<file path="src/rtl/shirq_pkg.sv">
package shirq_pkg;
  localparam int REG_W        = 32;
  localparam int ADDR_W       = 14;
  localparam int WEDGE_SET    = 31;
  localparam int WEDGE_IDX_W  = 16;
  localparam int PIN_VLD_BIT  = 31;

  // bank region codes, address bits [11:7] inside space 0
  localparam logic [4:0] BK_CTRL  = 5'd0;
  localparam logic [4:0] BK_POL   = 5'd2;
  localparam logic [4:0] BK_TRIG  = 5'd3;
  localparam logic [4:0] BK_DUAL  = 5'd4;
  localparam logic [4:0] BK_SMASK = 5'd5;
  localparam logic [4:0] BK_RMASK = 5'd6;
  localparam logic [4:0] BK_MASK  = 5'd7;
  localparam logic [4:0] BK_PEND  = 5'd8;

  typedef enum logic [1:0] {
    SP_BANKS  = 2'd0,
    SP_PINMAP = 2'd1,
    SP_CTXMAP = 2'd2,
    SP_NONE   = 2'd3
  } space_e;

  typedef struct packed {
    space_e     space;
    logic [4:0] bank;
    logic [4:0] word;
    logic [9:0] idx;
  } dec_t;

  function automatic dec_t decode(input logic [ADDR_W-1:0] a);
    dec_t d;
    d.space = space_e'(a[13:12]);
    d.bank  = a[11:7];
    d.word  = a[6:2];
    d.idx   = a[11:2];
    return d;
  endfunction

  function automatic int width_of(input int n);
    return (n > 1) ? $clog2(n) : 1;
  endfunction
endpackage

</file>
<file path="src/rtl/shirq_src_cell.sv">
module shirq_src_cell (
  input  logic clk,
  input  logic rst,
  input  logic din,
  input  logic pol,
  input  logic trig,
  input  logic dual,
  input  logic sw_set,
  input  logic sw_clr,
  output logic pend
);
  logic prev_q, latch_q;
  logic rise, fall, edge_hit, lvl_act;

  always_comb begin
    rise     = din & ~prev_q;
    fall     = ~din & prev_q;
    edge_hit = trig & (dual ? (rise | fall) : (pol ? rise : fall));
    lvl_act  = ~trig & (din == pol);
  end

  // a detected edge wins over a same-cycle clear so no edge is lost
  always_ff @(posedge clk) begin
    if (rst) begin
      prev_q  <= 1'b0;
      latch_q <= 1'b0;
    end else begin
      prev_q <= din;
      if (edge_hit || sw_set)
        latch_q <= 1'b1;
      else if (sw_clr)
        latch_q <= 1'b0;
    end
  end

  assign pend = lvl_act | latch_q;
endmodule

</file>
<file path="src/rtl/shirq_regs.sv">
module shirq_regs
  import shirq_pkg::*;
#(
  parameter int NGRP = 5,
  parameter int NCTX = 3,
  parameter int NPIN = 4,
  localparam int NSRC  = NGRP * 8,
  localparam int CTX_W = width_of(NCTX),
  localparam int PIN_W = width_of(NPIN)
) (
  input  logic                         clk,
  input  logic                         rst,
  input  logic                         bus_wr,
  input  logic                         bus_rd,
  input  logic [ADDR_W-1:0]            bus_addr,
  input  logic [REG_W-1:0]             bus_wdata,
  output logic [REG_W-1:0]             bus_rdata,
  input  logic [NSRC-1:0]              pend,
  output logic [NSRC-1:0]              pol,
  output logic [NSRC-1:0]              trig,
  output logic [NSRC-1:0]              dual,
  output logic [NSRC-1:0]              mask,
  output logic [NSRC-1:0]              pin_vld,
  output logic [NSRC-1:0][PIN_W-1:0]   pin_sel,
  output logic [NSRC-1:0][CTX_W-1:0]   ctx_sel,
  output logic [NSRC-1:0]              sw_set,
  output logic [NSRC-1:0]              sw_clr
);
  localparam int WORDS = (NSRC + 31) / 32;
  localparam int PADW  = WORDS * 32;
  localparam int IDX_W = width_of(NSRC);
  localparam logic [9:0]             NSRC_L  = 10'(NSRC);
  localparam logic [4:0]             WORDS_L = 5'(WORDS);
  localparam logic [WEDGE_IDX_W-1:0] NSRC_W  = WEDGE_IDX_W'(NSRC);

  dec_t d;
  assign d = decode(bus_addr);

  logic unused_addr_lsb;
  assign unused_addr_lsb = ^bus_addr[1:0];

  logic bank_wr, idx_ok;
  assign bank_wr = bus_wr && (d.space == SP_BANKS);
  assign idx_ok  = (d.idx < NSRC_L);

  // ---------------- per-source setting banks ----------------
  always_ff @(posedge clk) begin
    if (rst) begin
      pol  <= '1;
      trig <= '0;
      dual <= '0;
      mask <= '0;
    end else if (bank_wr) begin
      for (int s = 0; s < NSRC; s++) begin
        if (d.word == 5'(s / 32)) begin
          case (d.bank)
            BK_POL:   pol[s]  <= bus_wdata[s % 32];
            BK_TRIG:  trig[s] <= bus_wdata[s % 32];
            BK_DUAL:  dual[s] <= bus_wdata[s % 32];
            BK_SMASK: if (bus_wdata[s % 32]) mask[s] <= 1'b1;
            BK_RMASK: if (bus_wdata[s % 32]) mask[s] <= 1'b0;
            default: ;
          endcase
        end
      end
    end
  end

  // ---------------- routing maps ----------------
  logic [CTX_W-1:0] ctx_low;
  logic             ctx_any;

  always_comb begin
    ctx_low = '0;
    ctx_any = 1'b0;
    for (int c = NCTX - 1; c >= 0; c--) begin
      if (bus_wdata[c]) begin
        ctx_low = CTX_W'(c);
        ctx_any = 1'b1;
      end
    end
  end

  always_ff @(posedge clk) begin
    if (rst) begin
      pin_vld <= '0;
      pin_sel <= '0;
      ctx_sel <= '0;
    end else if (bus_wr && idx_ok) begin
      if (d.space == SP_PINMAP) begin
        pin_vld[d.idx[IDX_W-1:0]] <= bus_wdata[PIN_VLD_BIT];
        pin_sel[d.idx[IDX_W-1:0]] <= bus_wdata[PIN_W-1:0];
      end
      if (d.space == SP_CTXMAP && ctx_any)
        ctx_sel[d.idx[IDX_W-1:0]] <= ctx_low;
    end
  end

  // ---------------- software inject / withdraw ----------------
  logic [WEDGE_IDX_W-1:0] widx;
  logic                   wedge_hit;
  assign widx      = bus_wdata[WEDGE_IDX_W-1:0];
  assign wedge_hit = bank_wr && (d.bank == BK_CTRL) && (d.word == 5'd1) && (widx < NSRC_W);

  always_comb begin
    for (int s = 0; s < NSRC; s++) begin
      sw_set[s] = wedge_hit && bus_wdata[WEDGE_SET]  && (widx == WEDGE_IDX_W'(s));
      sw_clr[s] = wedge_hit && !bus_wdata[WEDGE_SET] && (widx == WEDGE_IDX_W'(s));
    end
  end

  // ---------------- readback ----------------
  function automatic logic [REG_W-1:0] pick(input logic [PADW-1:0] v, input logic [4:0] w);
    logic [REG_W-1:0] r;
    r = '0;
    for (int k = 0; k < WORDS; k++)
      if (w == 5'(k)) r = v[k*32 +: 32];
    return r;
  endfunction

  logic [PADW-1:0]  pol_p, trig_p, dual_p, mask_p, pend_p;
  logic [REG_W-1:0] cfg_word, rd_word;
  logic [NCTX-1:0]  ctx_oh;

  assign pol_p  = PADW'(pol);
  assign trig_p = PADW'(trig);
  assign dual_p = PADW'(dual);
  assign mask_p = PADW'(mask);
  assign pend_p = PADW'(pend);
  assign cfg_word = {8'd0, 8'(NPIN - 1), 8'(NCTX - 1), 8'(NGRP - 1)};
  assign ctx_oh = NCTX'(1) << ctx_sel[d.idx[IDX_W-1:0]];

  always_comb begin
    rd_word = '0;
    case (d.space)
      SP_BANKS: begin
        if (d.bank == BK_CTRL) begin
          if (d.word == 5'd0) rd_word = cfg_word;
        end else if (d.word < WORDS_L) begin
          case (d.bank)
            BK_POL:  rd_word = pick(pol_p, d.word);
            BK_TRIG: rd_word = pick(trig_p, d.word);
            BK_DUAL: rd_word = pick(dual_p, d.word);
            BK_MASK: rd_word = pick(mask_p, d.word);
            BK_PEND: rd_word = pick(pend_p, d.word);
            default: rd_word = '0;
          endcase
        end
      end
      SP_PINMAP:
        if (idx_ok)
          rd_word = {pin_vld[d.idx[IDX_W-1:0]], {(REG_W-1-PIN_W){1'b0}}, pin_sel[d.idx[IDX_W-1:0]]};
      SP_CTXMAP:
        if (idx_ok) rd_word = REG_W'(ctx_oh);
      default: rd_word = '0;
    endcase
  end

  always_ff @(posedge clk) begin
    if (rst) bus_rdata <= '0;
    else     bus_rdata <= bus_rd ? rd_word : '0;
  end
endmodule

</file>
<file path="src/rtl/shirq_route.sv">
module shirq_route
  import shirq_pkg::*;
#(
  parameter int NSRC = 40,
  parameter int NCTX = 3,
  parameter int NPIN = 4,
  localparam int CTX_W = width_of(NCTX),
  localparam int PIN_W = width_of(NPIN)
) (
  input  logic                       clk,
  input  logic                       rst,
  input  logic [NSRC-1:0]            live,
  input  logic [NSRC-1:0][CTX_W-1:0] ctx_sel,
  input  logic [NSRC-1:0][PIN_W-1:0] pin_sel,
  output logic [NCTX-1:0]            ctx_irq,
  output logic [NCTX*NPIN-1:0]       pin_irq
);
  logic [NCTX-1:0]      ctx_d;
  logic [NCTX*NPIN-1:0] pin_d;

  for (genvar c = 0; c < NCTX; c++) begin : g_ctx
    always_comb begin
      ctx_d[c] = 1'b0;
      for (int s = 0; s < NSRC; s++)
        if (live[s] && ctx_sel[s] == CTX_W'(c)) ctx_d[c] = 1'b1;
    end
    for (genvar p = 0; p < NPIN; p++) begin : g_pin
      always_comb begin
        pin_d[c*NPIN+p] = 1'b0;
        for (int s = 0; s < NSRC; s++)
          if (live[s] && ctx_sel[s] == CTX_W'(c) && pin_sel[s] == PIN_W'(p))
            pin_d[c*NPIN+p] = 1'b1;
      end
    end
  end

  always_ff @(posedge clk) begin
    if (rst) begin
      ctx_irq <= '0;
      pin_irq <= '0;
    end else begin
      ctx_irq <= ctx_d;
      pin_irq <= pin_d;
    end
  end
endmodule

</file>
<file path="src/rtl/shirq_ctrl.sv">
module shirq_ctrl
  import shirq_pkg::*;
#(
  parameter int NGRP = 5,
  parameter int NCTX = 3,
  parameter int NPIN = 4,
  localparam int NSRC  = NGRP * 8,
  localparam int CTX_W = width_of(NCTX),
  localparam int PIN_W = width_of(NPIN)
) (
  input  logic                 clk,
  input  logic                 rst,
  input  logic [NSRC-1:0]      src_in,
  input  logic                 bus_wr,
  input  logic                 bus_rd,
  input  logic [ADDR_W-1:0]    bus_addr,
  input  logic [REG_W-1:0]     bus_wdata,
  output logic [REG_W-1:0]     bus_rdata,
  output logic [NCTX-1:0]      ctx_irq,
  output logic [NCTX*NPIN-1:0] pin_irq
);
  logic [NSRC-1:0]            pol, trig, dual, mask, pin_vld, sw_set, sw_clr, pend, live;
  logic [NSRC-1:0][PIN_W-1:0] pin_sel;
  logic [NSRC-1:0][CTX_W-1:0] ctx_sel;

  shirq_regs #(.NGRP(NGRP), .NCTX(NCTX), .NPIN(NPIN)) u_regs (
    .clk(clk), .rst(rst),
    .bus_wr(bus_wr), .bus_rd(bus_rd), .bus_addr(bus_addr),
    .bus_wdata(bus_wdata), .bus_rdata(bus_rdata),
    .pend(pend), .pol(pol), .trig(trig), .dual(dual), .mask(mask),
    .pin_vld(pin_vld), .pin_sel(pin_sel), .ctx_sel(ctx_sel),
    .sw_set(sw_set), .sw_clr(sw_clr)
  );

  for (genvar s = 0; s < NSRC; s++) begin : g_src
    shirq_src_cell u_cell (
      .clk(clk), .rst(rst), .din(src_in[s]),
      .pol(pol[s]), .trig(trig[s]), .dual(dual[s]),
      .sw_set(sw_set[s]), .sw_clr(sw_clr[s]), .pend(pend[s])
    );
  end

  assign live = pend & mask & pin_vld;

  shirq_route #(.NSRC(NSRC), .NCTX(NCTX), .NPIN(NPIN)) u_route (
    .clk(clk), .rst(rst), .live(live),
    .ctx_sel(ctx_sel), .pin_sel(pin_sel),
    .ctx_irq(ctx_irq), .pin_irq(pin_irq)
  );
endmodule

</file>
<file path="config.mk">
export PLATFORM = sky130hd
export DESIGN_NAME = shirq_ctrl
export DESIGN_NICKNAME = d
export VERILOG_FILES = /design/src/rtl/shirq_pkg.sv /design/src/rtl/shirq_src_cell.sv /design/src/rtl/shirq_regs.sv /design/src/rtl/shirq_route.sv /design/src/rtl/shirq_ctrl.sv
export SDC_FILE = /design/constraint.sdc
export NUM_CORES = 2
export LEC_CHECK = 0
export BUFFER_PORTS_ARGS = -buffer_cell sky130_fd_sc_hd__clkbuf_2
export CAP_MARGIN = 25
export CORE_MARGIN = 4
export CORE_UTILIZATION = 59
export CTS_CLUSTER_SIZE = 20
export DETAILED_ROUTE_END_ITERATION = 6
export GPL_TIMING_DRIVEN = 0
export PLACE_DENSITY = 0.8
export SYNTH_ARGS = -nofsm -noshare
export SYNTH_HDL_FRONTEND = slang
export SYNTH_SLANG_ARGS = --single-unit
export TNS_END_PERCENT = 1
</file>
<file path="constraint.sdc">
create_clock -name clk -period 5.21 [get_ports clk]
set_input_delay 0.2605 -clock clk [delete_from_list [all_inputs] [get_ports clk]]
set_output_delay 0.2605 -clock clk [all_outputs]
set_load 0.1 [all_outputs]
</file>
==> flow_summary.ini, run 1 <==
[outcome]
status = did not finish
haltStage = global routing
error = [ERROR GRT-0116] Global routing finished with congestion. Check the congestion regions in the DRC Viewer.

[synth]
synthAdderAreaFrac_pct = 3.456
synth_top_area_share_pct = 33.66
synthMuxAreaShare_pct = 6.699
ys.flop_type = dfxtp_1
synth.top_cells.by_area = dfxtp_1, nand2_1, a21oi_1
synth-compound-area-share_pct = 23.30
yosysSeqAreaShare_pct = 33.66
yosysMostFrequentCell = nand2_1
synthArstFlopShare_pct = 0
synth_top_area_cell = dfxtp_1
syn_area_um2 = 28970
synthTopCellsByCount = nand2_1, dfxtp_1, a21oi_1
synth_xor_area_share_pct = 1.240
synthSimpleGateAreaFrac_pct = 26.39
synth-edff-count = 0
syn_inst = 3757
syn_nets = 3927
yosysWarnings = 0
ys_seq_elements = 487
avgSynthCellArea_um2 = 7.710
synth_top_family_by_area = simple AND/OR/NAND/NOR gates
synthDistinctLibCells = 90

[place]
numPortBuffers = 126
gp_congestion = 1.319
dp_hpwl_um = 126800

[clock_tree]
cts_resized = 0
cts_buffers = 50
cts_max_level = 2
cts_buffer_depth = 3
cts_sinks = 487
cts_root_buf = clkbuf_16

[floorplan]
num_rows = 80
io-pin-count = 137
start_util_pct = 60.16
dieWidth_um = 229.6
fp.dieH_um = 229.6

[global_routing]
grt_overflow_total = 9
grt_pass1_wl_um = 268400
grt_util_all_layers_pct = 69.24
grt_max_degree = 16
grt_pass1_vias = 37480
[cell families after synthesis]
kind of cell / Yosys count
flip-flops: 487
multiplexers: 170
AO/OA/AOI/OAI: 1049
XOR/XNOR: 41
buffers and inverters: 384
AND/OR/NAND/NOR: 1546
adder cells (fa/ha/maj): 80
[per-layer routing]
layer,GRT overflow,global-route usage [%]
met1,0,68.81
met2,7,86.68
met3,0,53.06
met4,2,67.42
met5,0,30.88
[timing repair]
action	in CTS
setup buffers	0
hold buffers	62
hold endpoints to repair	129
[metrics by stage]
| stage | hold WS [ns] | std cells | setup slack, ns | instance area (um2) | utilization [%] |
|---|---|---|---|---|---|
| 3_5_place_dp | 0.4669 | 4580 | 1.174 | 30860 | 64.09 |
| 2_1_floorplan | 0.3702 | 3757 | 3.000 | 28970 | - |
| 3_3_place_gp | 0.4581 | 4539 | 1.168 | 30420 | 63.18 |
| 4_1_cts | 0.009280 | 4734 | 1.787 | 33230 | 69.02 |
==> inputs of run 2 (changes only) <==
- CORE_UTILIZATION: 59 -> 40
- CTS_CLUSTER_SIZE: 20 -> not set
- PLACE_DENSITY: 0.8 -> not set
- PLACE_DENSITY_LB_ADDON: not set -> 0.15
==> flow_summary.ini, run 2 <==
[layout]
seqCellArea_um2 = 9749
layout_commonest_cell = nand2_1
nets = 4259
fill_cells = 7289
synthToLayoutAreaGrowth_pct = 18.98
multiInputGateArea_um2 = 17910
top_regs = u_regs.ctx_sel: 80 flops, u_regs.pin_sel: 80 flops
most-common-layout-cells = nand2_1, dfxtp_1, a21oi_1, nor2_1, clkbuf_1
drive_gt1_share_pct = 11.51

[floorplan]
dieWidth_um = 277.1
num_rows = 98
start_util_pct = 40.45
io-pin-count = 137
fp.dieH_um = 277.1
coreArea_um2 = 71610
dieArea_um2 = 76780

[sta]
final_hold_viol_count = 0
relSlewSlack_pct = 10.54
setup_tns_ns = 0
grt_setup_unrepaired = no
fmax_mhz = 252.0
finalSetupViolCount = 0
skew_ns = 0.04611
maxSlewViolCount = 0
period_needed_ns = 3.968
worst_slew_pin_slew_ns = 1.331
period_share_pct = 76.17

[clock_tree]
cts_max_level = 2
insertion_delay_ns = 0.68
cts_buffers = 56
post_cts_buffers = 0
cts_root_buf = clkbuf_16
cts_sinks = 487
cts_buffer_depth = 3
clkTransAtPathRegs_ns = 0.07
cts_tree = built

[pwr]
p_leak_nw = 11.99
peakVddDrop_mv = 0.2875
total_power_mw = 8.902
powerDensity_nw_per_um2 = 258.3

[place]
dp_hpwl_um = 152800
gp_congestion = 1.122
numPortBuffers = 126

[global_routing]
grt_max_degree = 17
grt_pass1_wl_um = 267900
antenna_found_initial = 21
grt_overflow_total = 0
grt_pass1_vias = 32100
grt_util_all_layers_pct = 49.43

[drt]
drt_wl_total_um = 198200
drt-pass1-iter-count = 7
vias = 35290
viasPerCell = 6.926
drc = 1
wl_per_cell_um = 38.90
drtIter0Drc = 5786
ant_nets = 0

[synth]
avgSynthCellArea_um2 = 7.710
syn_nets = 3927
yosysMostFrequentCell = nand2_1
synth.top_cells.by_area = dfxtp_1, nand2_1, a21oi_1
ys.flop_type = dfxtp_1
synthTopCellsByCount = nand2_1, dfxtp_1, a21oi_1
syn_inst = 3757
synthArstFlopShare_pct = 0
synth-edff-count = 0
yosysSeqAreaShare_pct = 33.66
synth_top_area_cell = dfxtp_1
ys_seq_elements = 487
yosysWarnings = 0
syn_area_um2 = 28970
synthDistinctLibCells = 90
synth_top_area_share_pct = 33.66

[worst_setup_path]
cp_cell_sequence = xnor2_1 > a21oi_1 > nor4b_2 > a32oi_1 > o221ai_1 > nor4_1 > a41oi_1
crit_path_start_kind = register
cp-end-kind = register
path_buf_inv = 0
r2r-start = u_regs.pol[24]
path_depth = 7
worstPathArrival_ns = 4.48
r2r.worst_path.cells = 7
cp_top_family = compound AO/OA/AOI/OAI gates
max_stage_delay_ns = 0.99
cp_max_fo = 5
crit_path_top_delay_cell = a32oi_1
crit_required_ns = 5.72
cp-startpoint = u_regs.pol[24]
path_class = register to register

[hold_path]
min_from = src_in[31]
hold_class = input port to register
whs_path_depth = 3

[outcome]
status = complete, but fails checks
violations = DRC

[run]
drv_cap = 0
-- run 2: cell counts after synthesis --
Identical to the previous run, type by type.
-- run 2: cell type report --
cell class                      count  area share (%)
Multi-Input combinational cell   2886           51.98
Sequential cell                   487           28.29
Clock buffer                       76           4.574
Timing Repair Buffer              274           6.008
Tap cell                          950           3.449
Antenna cell                       10         0.07261
Inverter                          132           1.438
Buffer                            252           2.977
Clock inverter                     28           1.216
-- run 2: metal layers --
layer,track usage (%),vias up,routed length [um]
li1,-,14400,-
met1,55.83,16790,66990
met2,72.25,3096,80280
met3,18.12,998,26470
met4,45.40,6,24400
met5,0,-,39
-- run 2: logic make-up after synthesis --
group                      synth area share (%)
AOI/OAI and AO/OA                         23.30
xor gates and xnor gates                  1.240
adders and majority gates                 3.456
buffers and inverters                     5.252
DFF                                       33.66
muxes                                     6.700
and+or+nand+nor                           26.39
-- run 2: where the power goes --
group	leakage, nW	internal [mW]	total, mW	switching (mW)
Combinational	7.08	0.206	0.779	0.573
Sequential	3.93	3.74	3.75	0.00918
Clock	0.977	2.54	4.37	1.84
-- run 2: repair_timing --
item                       CTS  global route
hold buffers                62             0
setup endpoints to repair    0             0
hold endpoints to repair   131             0
gates resized for setup      0             0
-- run 2: final timing paths --
kind                                                 to  slack (ns)
worst max register to register      u_route.pin_irq[10]        1.24
worst min register to register  g_src[2].u_cell.latch_q        0.48
worst min-delay path            g_src[31].u_cell.prev_q        0.02
worst max-delay path                u_route.pin_irq[10]        1.24
-- run 2: worst register-to-register path, delay by kind of cell (launching register included) --
family           cells  cell delay, ns
AND/OR/NAND/NOR      2            0.79
AO/OA/AOI/OAI        4            2.47
flip-flops           1            0.43
XOR/XNOR             1            0.13
-- run 2: stage by stage --
| stage | setup WS [ns] | instances | hold slack (ns) | cell area (um2) | util [%] |
|---|---|---|---|---|---|
| after floorplan | 3.000 | 3757 | 0.3702 | 28970 | - |
| after global placement | 0.2309 | 4833 | 0.4592 | 30790 | 42.99 |
| after detailed placement | 0.9940 | 4901 | 0.4647 | 31620 | 44.16 |
| after CTS | 1.147 | 5067 | 0.01048 | 34240 | 47.81 |
| after global routing | 1.274 | 5085 | 0.02875 | 34440 | 48.10 |
| final | 1.242 | 5095 | 0.01716 | 34470 | 48.13 |
No activity file was read; power rests on OpenSTA's default activity.
